[config.mk]
export PLATFORM = sky130hd
export DESIGN_NAME = wdt_core
export DESIGN_NICKNAME = d
export VERILOG_FILES = /design/src/rtl/wdt_pkg.sv /design/src/rtl/wdt_timeout_reg.sv /design/src/rtl/wdt_down_counter.sv /design/src/rtl/wdt_flag_unit.sv /design/src/rtl/wdt_core.sv
export SDC_FILE = /design/constraint.sdc
export NUM_CORES = 1
export LEC_CHECK = 0
export ABC_AREA = 1
export CAP_MARGIN = 20
export CORE_MARGIN = 2
export CORE_UTILIZATION = 47
export DETAILED_ROUTE_END_ITERATION = 10
export PLACE_DENSITY_LB_ADDON = 0.25
export SETUP_SLACK_MARGIN = 0.3
export SLEW_MARGIN = 5
export SYNTH_ARGS = -nofsm -noshare
export SYNTH_HDL_FRONTEND = slang
export SYNTH_SLANG_ARGS = --single-unit
[constraint.sdc]
create_clock -name clk -period 1.6 [get_ports clk]
set_input_delay 0.24 -clock clk [delete_from_list [all_inputs] [get_ports clk]]
set_output_delay 0.24 -clock clk [all_outputs]
set_load 0.01 [all_outputs]
[src/rtl/wdt_pkg.sv]
package wdt_pkg;
    parameter int TOUT_W = 6;
    localparam int WORD_W   = TOUT_W + 2;
    localparam int KICK_POS = TOUT_W + 1;
    localparam int LOCK_POS = TOUT_W;

    typedef logic [TOUT_W-1:0] tout_t;

    typedef struct packed {
        logic  kick;
        logic  lock;
        tout_t tout;
    } ctl_word_t;

    function automatic ctl_word_t decode_word(input logic [WORD_W-1:0] w);
        return ctl_word_t'(w);
    endfunction

    function automatic logic on_last_count(input tout_t c);
        return c == tout_t'(1);
    endfunction
endpackage

[src/rtl/wdt_timeout_reg.sv]
module wdt_timeout_reg
    import wdt_pkg::*;
#(
    parameter int INIT_TIMEOUT = 4
) (
    input  logic      clk,
    input  logic      rst,
    input  logic      wr,
    input  ctl_word_t word,
    output tout_t     tout_q,
    output tout_t     tout_eff
);
    always_comb begin
        tout_eff = tout_q;
        if (wr && !word.lock) tout_eff = word.tout;
    end

    always_ff @(posedge clk) begin
        if (rst) tout_q <= tout_t'(INIT_TIMEOUT);
        else     tout_q <= tout_eff;
    end

    AST_LOCKED_WRITE_KEEPS: assert property (@(posedge clk) disable iff (rst)
        (wr && word.lock) |=> (tout_q == $past(tout_q)));
endmodule

[src/rtl/wdt_down_counter.sv]
module wdt_down_counter
    import wdt_pkg::*;
#(
    parameter int INIT_TIMEOUT = 4
) (
    input  logic  clk,
    input  logic  rst,
    input  logic  tick,
    input  logic  load,
    input  tout_t load_val,
    input  logic  enable,
    output tout_t cnt_q,
    output logic  expire
);
    logic step;

    always_comb begin
        step   = tick && enable && !load && (cnt_q != '0);
        expire = step && on_last_count(cnt_q);
    end

    always_ff @(posedge clk) begin
        if (rst)       cnt_q <= tout_t'(INIT_TIMEOUT);
        else if (load) cnt_q <= load_val;
        else if (step) cnt_q <= cnt_q - tout_t'(1);
    end

    AST_LOAD_TAKES_VALUE: assert property (@(posedge clk) disable iff (rst)
        load |=> (cnt_q == $past(load_val)));
    AST_ZERO_HOLDS: assert property (@(posedge clk) disable iff (rst)
        ((cnt_q == '0) && !load) |=> (cnt_q == '0));
    AST_IDLE_STABLE: assert property (@(posedge clk) disable iff (rst)
        (!tick && !load) |=> $stable(cnt_q));
    AST_DISABLED_FROZEN: assert property (@(posedge clk) disable iff (rst)
        (!enable && !load) |=> $stable(cnt_q));
endmodule

[src/rtl/wdt_flag_unit.sv]
module wdt_flag_unit (
    input  logic clk,
    input  logic rst,
    input  logic set,
    input  logic clr,
    input  logic irq_en,
    output logic flag_q,
    output logic irq
);
    always_ff @(posedge clk) begin
        if (rst)      flag_q <= 1'b0;
        else if (set) flag_q <= 1'b1;
        else if (clr) flag_q <= 1'b0;
    end

    assign irq = flag_q && irq_en;

    AST_CLEAR_ON_READ: assert property (@(posedge clk) disable iff (rst)
        (clr && !set) |=> !flag_q);
    AST_SET_BEATS_CLEAR: assert property (@(posedge clk) disable iff (rst)
        set |=> flag_q);
    AST_IRQ_NEEDS_FLAG: assert property (@(posedge clk) disable iff (rst)
        irq |-> flag_q);
endmodule

[src/rtl/wdt_core.sv]
module wdt_core
    import wdt_pkg::*;
#(
    parameter int INIT_TIMEOUT = 4
) (
    input  logic              clk,
    input  logic              rst,
    input  logic              tick_i,
    input  logic              wr_i,
    input  logic [WORD_W-1:0] wdata_i,
    input  logic              flag_rd_i,
    input  logic              irq_en_i,
    output logic [TOUT_W-1:0] count_o,
    output logic              flag_o,
    output logic              irq_o
);
    ctl_word_t word;
    tout_t     tout_q, tout_eff, cnt_q;
    logic      expire, kick;

    assign word = decode_word(wdata_i);
    assign kick = wr_i && word.kick;

    wdt_timeout_reg #(.INIT_TIMEOUT(INIT_TIMEOUT)) u_tout (
        .clk(clk), .rst(rst), .wr(wr_i), .word(word),
        .tout_q(tout_q), .tout_eff(tout_eff)
    );

    wdt_down_counter #(.INIT_TIMEOUT(INIT_TIMEOUT)) u_cnt (
        .clk(clk), .rst(rst), .tick(tick_i), .load(kick),
        .load_val(tout_eff), .enable(tout_q != '0),
        .cnt_q(cnt_q), .expire(expire)
    );

    wdt_flag_unit u_flag (
        .clk(clk), .rst(rst), .set(expire), .clr(flag_rd_i),
        .irq_en(irq_en_i), .flag_q(flag_o), .irq(irq_o)
    );

    assign count_o = cnt_q;

    AST_DISABLED_NO_FLAG: assert property (@(posedge clk) disable iff (rst)
        ((tout_q == '0) && !flag_o) |=> !flag_o);
    AST_FLAG_NEEDS_ZERO: assert property (@(posedge clk) disable iff (rst)
        $rose(flag_o) |-> (count_o == '0));
endmodule

==> reports/metrics.cfg <==
[outcome]
outcome = complete, no violations

[place]
port_buffers = 21
dpl.cell_count = 162
dp_hpwl_mm = 1.39
place.gp.congestion = 0.783

[floorplanning]
num_io_pins = 22
die_y_um = 46.2
core_area_sq_um = 1710
die_width_um = 46.2
fp-row-count = 15
die-area_sq_um = 2140
start_util = 0.491

[sta]
slew_violations = 0
holdWs_ns = 0.408
slew-limit-headroom = 0.829
rsz0062_at_grt = true
setup_viol = 0
hold_viol = 0
fin_crit_ns = 1.23
tightest_slew_ns = 0.256
skew_ns = 0.0119
post-route-period-util = 0.770
fmaxAchievable_mhz = 812
fin_setup_tns_ns = 0

[drt]
routed_wl_mm = 1.78
avgViaCountPerCell = 4.76
via_count = 790
drc_errors = 0
post_drt_wl_per_cell_um = 10.7
drt-initial-drc-count = 10
drtAntennaViolNets = 0
firstDrtPassIters = 4

[cts]
clkSlewWorstSetupHoldPaths_ns = 0.09
cts_tree = yes
cts.path.max_buffers = 2
numCtsBuffers = 3
root_buffer = clkbuf_4
holdBufCountCts = 0
cts_max_level = 1
cts_num_sinks = 13
clock_latency_ns = 0.29

[yosys]
synth-seq-cells = 13
syn_avg_cell_area_sq_um = 7.29
ys_types = 26
syn_area_sq_um = 838
netlist_instances = 115
ys_warn_count = 0
syn-num-nets = 132
yosysSeqAreaShare = 0.310

[critical_path]
r2r_end = u_cnt.cnt_q[2]
arrival_ns = 1.43
cp-startpoint = u_cnt.cnt_q[0]
r2r_cells = 8
worstSetupPathType = reg2reg
crit_required_ns = 1.79
reg2reg_slack_ns = 0.37
cp-end-kind = flop
crit_fanout = 7
crit_path_start_kind = flop
timing.rr.start = u_cnt.cnt_q[0]

[min_path]
hp-start = wr_i
min_to = u_tout.tout_q[2]
hold_depth = 4
min_path_type = in2reg

[final_layout]
finalNonFillerCells = 166
drive_above_1_share = 0.298
num-fill-cells = 161
antenna_cells = 0
final_nets = 159
syn_to_final_growth_pct = 36.6

[global_routing]
overflow = 0
antenna_found_initial = 0
grt_pass1_wl_mm = 2.88
grt_pass1_vias = 719
track_usage = 0.194
grt_start_max_net_pins = 11

[power_and_ir_drop]
p_leak_nw = 0.536
peakVddDrop_mv = 0.390
p_per_area_nw_per_um2 = 773
power_mw = 0.885

[run]
max-cap-violations = 0

Yosys cell counts (all sizes together):
cell | n | area, sq um
nand4 | 1 | 6.26
clkbuf | 1 | 3.75
nand3 | 9 | 67.6
or2 | 1 | 6.26
nand2 | 27 | 131
ha | 3 | 37.5
dfxtp | 13 | 260
nor2 | 22 | 116
o21ai | 11 | 77.6
buf | 1 | 11.3
a21oi | 6 | 37.5
clkinv | 1 | 3.75
xnor2 | 1 | 8.76
inv | 18 | 70.1
flip-flops by register name (all words and copies together) (netlist names):
signal,cells
u_flag.flag_q,1
u_tout.tout_q,6
u_cnt.cnt_q,6
report_power, final:
part           leakage (nW)  switching, mW  internal (mW)
registers             0.109         0.0282          0.353
clock network        0.0150          0.120         0.0970
logic                 0.412          0.154          0.133
total                 0.536          0.302          0.584
cells in the final DEF (no fill, tap or decap), types with 6 or more instances in the layout:
master           synthesis  final
clkdlybuf4s50_1          0     12
dfxtp_2                  0      6
dlygate4sd2_1            0      7
o21ai_2                  6      6
nor2_1                  18     18
nand2_2                  6      6
dfxtp_1                 13      7
inv_1                   15     14
nand3_1                  6      6
nand2_1                 19     19
cells by family (layout without fill, tap and decap cells):
kind of cell    after synthesis  count (layout)  share of synthesized area
flops                        13              13                      0.310
fa+ha+maj                     3               3                     0.0448
buf+inv                      21              47                      0.106
compound gates               17              17                      0.137
xor+xnor                      1               1                     0.0104
simple gates                 60              60                      0.391
worst max-delay path by stage:
stage / end / slack, ns / cells past startpoint
floorplan: u_cnt.cnt_q[2] / 0.34 / 8
global placement: u_cnt.cnt_q[5] / 0.04 / 7
detailed placement: irq_o / 0.02 / 4
CTS: irq_o / 0.32 / 4
global route: u_cnt.cnt_q[2] / 0.28 / 8
finish: u_cnt.cnt_q[2] / 0.37 / 8
cell type report:
class	instances	area, sq um	share of cell area
Clock buffer	4	26.3	0.0230
Timing Repair Buffer	24	234	0.204
Inverter	19	73.8	0.0645
Multi-Input combinational cell	81	512	0.447
Tap cell	25	31.3	0.0273
Sequential cell	13	268	0.234
routing by layer:
metal | wire length (um) | up-vias | part of all wire | GRT usage
met5 | 0 | - | 0 | 0
met2 | 912 | 22 | 0.51 | 0.336
met1 | 729 | 353 | 0.41 | 0.223
met4 | 43 | 0 | 0.024 | 0.0857
met3 | 93 | 5 | 0.052 | 0.0471
li1 | - | 410 | - | -
metrics by stage:
stage	util	setup slack [ns]	cell area, sq um
after detailed placement	0.644	0.0167	1100
after global placement	0.644	0.0442	1100
final	0.670	0.368	1140
after global routing	0.670	0.284	1140
after floorplan	-	0.344	838
after CTS	0.659	0.316	1120
repair_timing:
| item | CTS | global route |
|---|---|---|
| buffers inserted | 0 | 0 |
| endpoints found under the setup margin | 12 | 8 |
| gates resized for setup | 15 | 8 |
| pin swaps | 0 | 2 |
worst max-delay path, cell delays in order, from the launching register on:
cell	delay (ns)
dfxtp_2	0.37
inv_2	0.08
ha_4	0.17
nand3_4	0.09
nand3_4	0.12
nand2_4	0.13
o21ai_1	0.07
nand2_1	0.06
nand2_1	0.04
No activity file was read; power rests on OpenSTA's default activity.
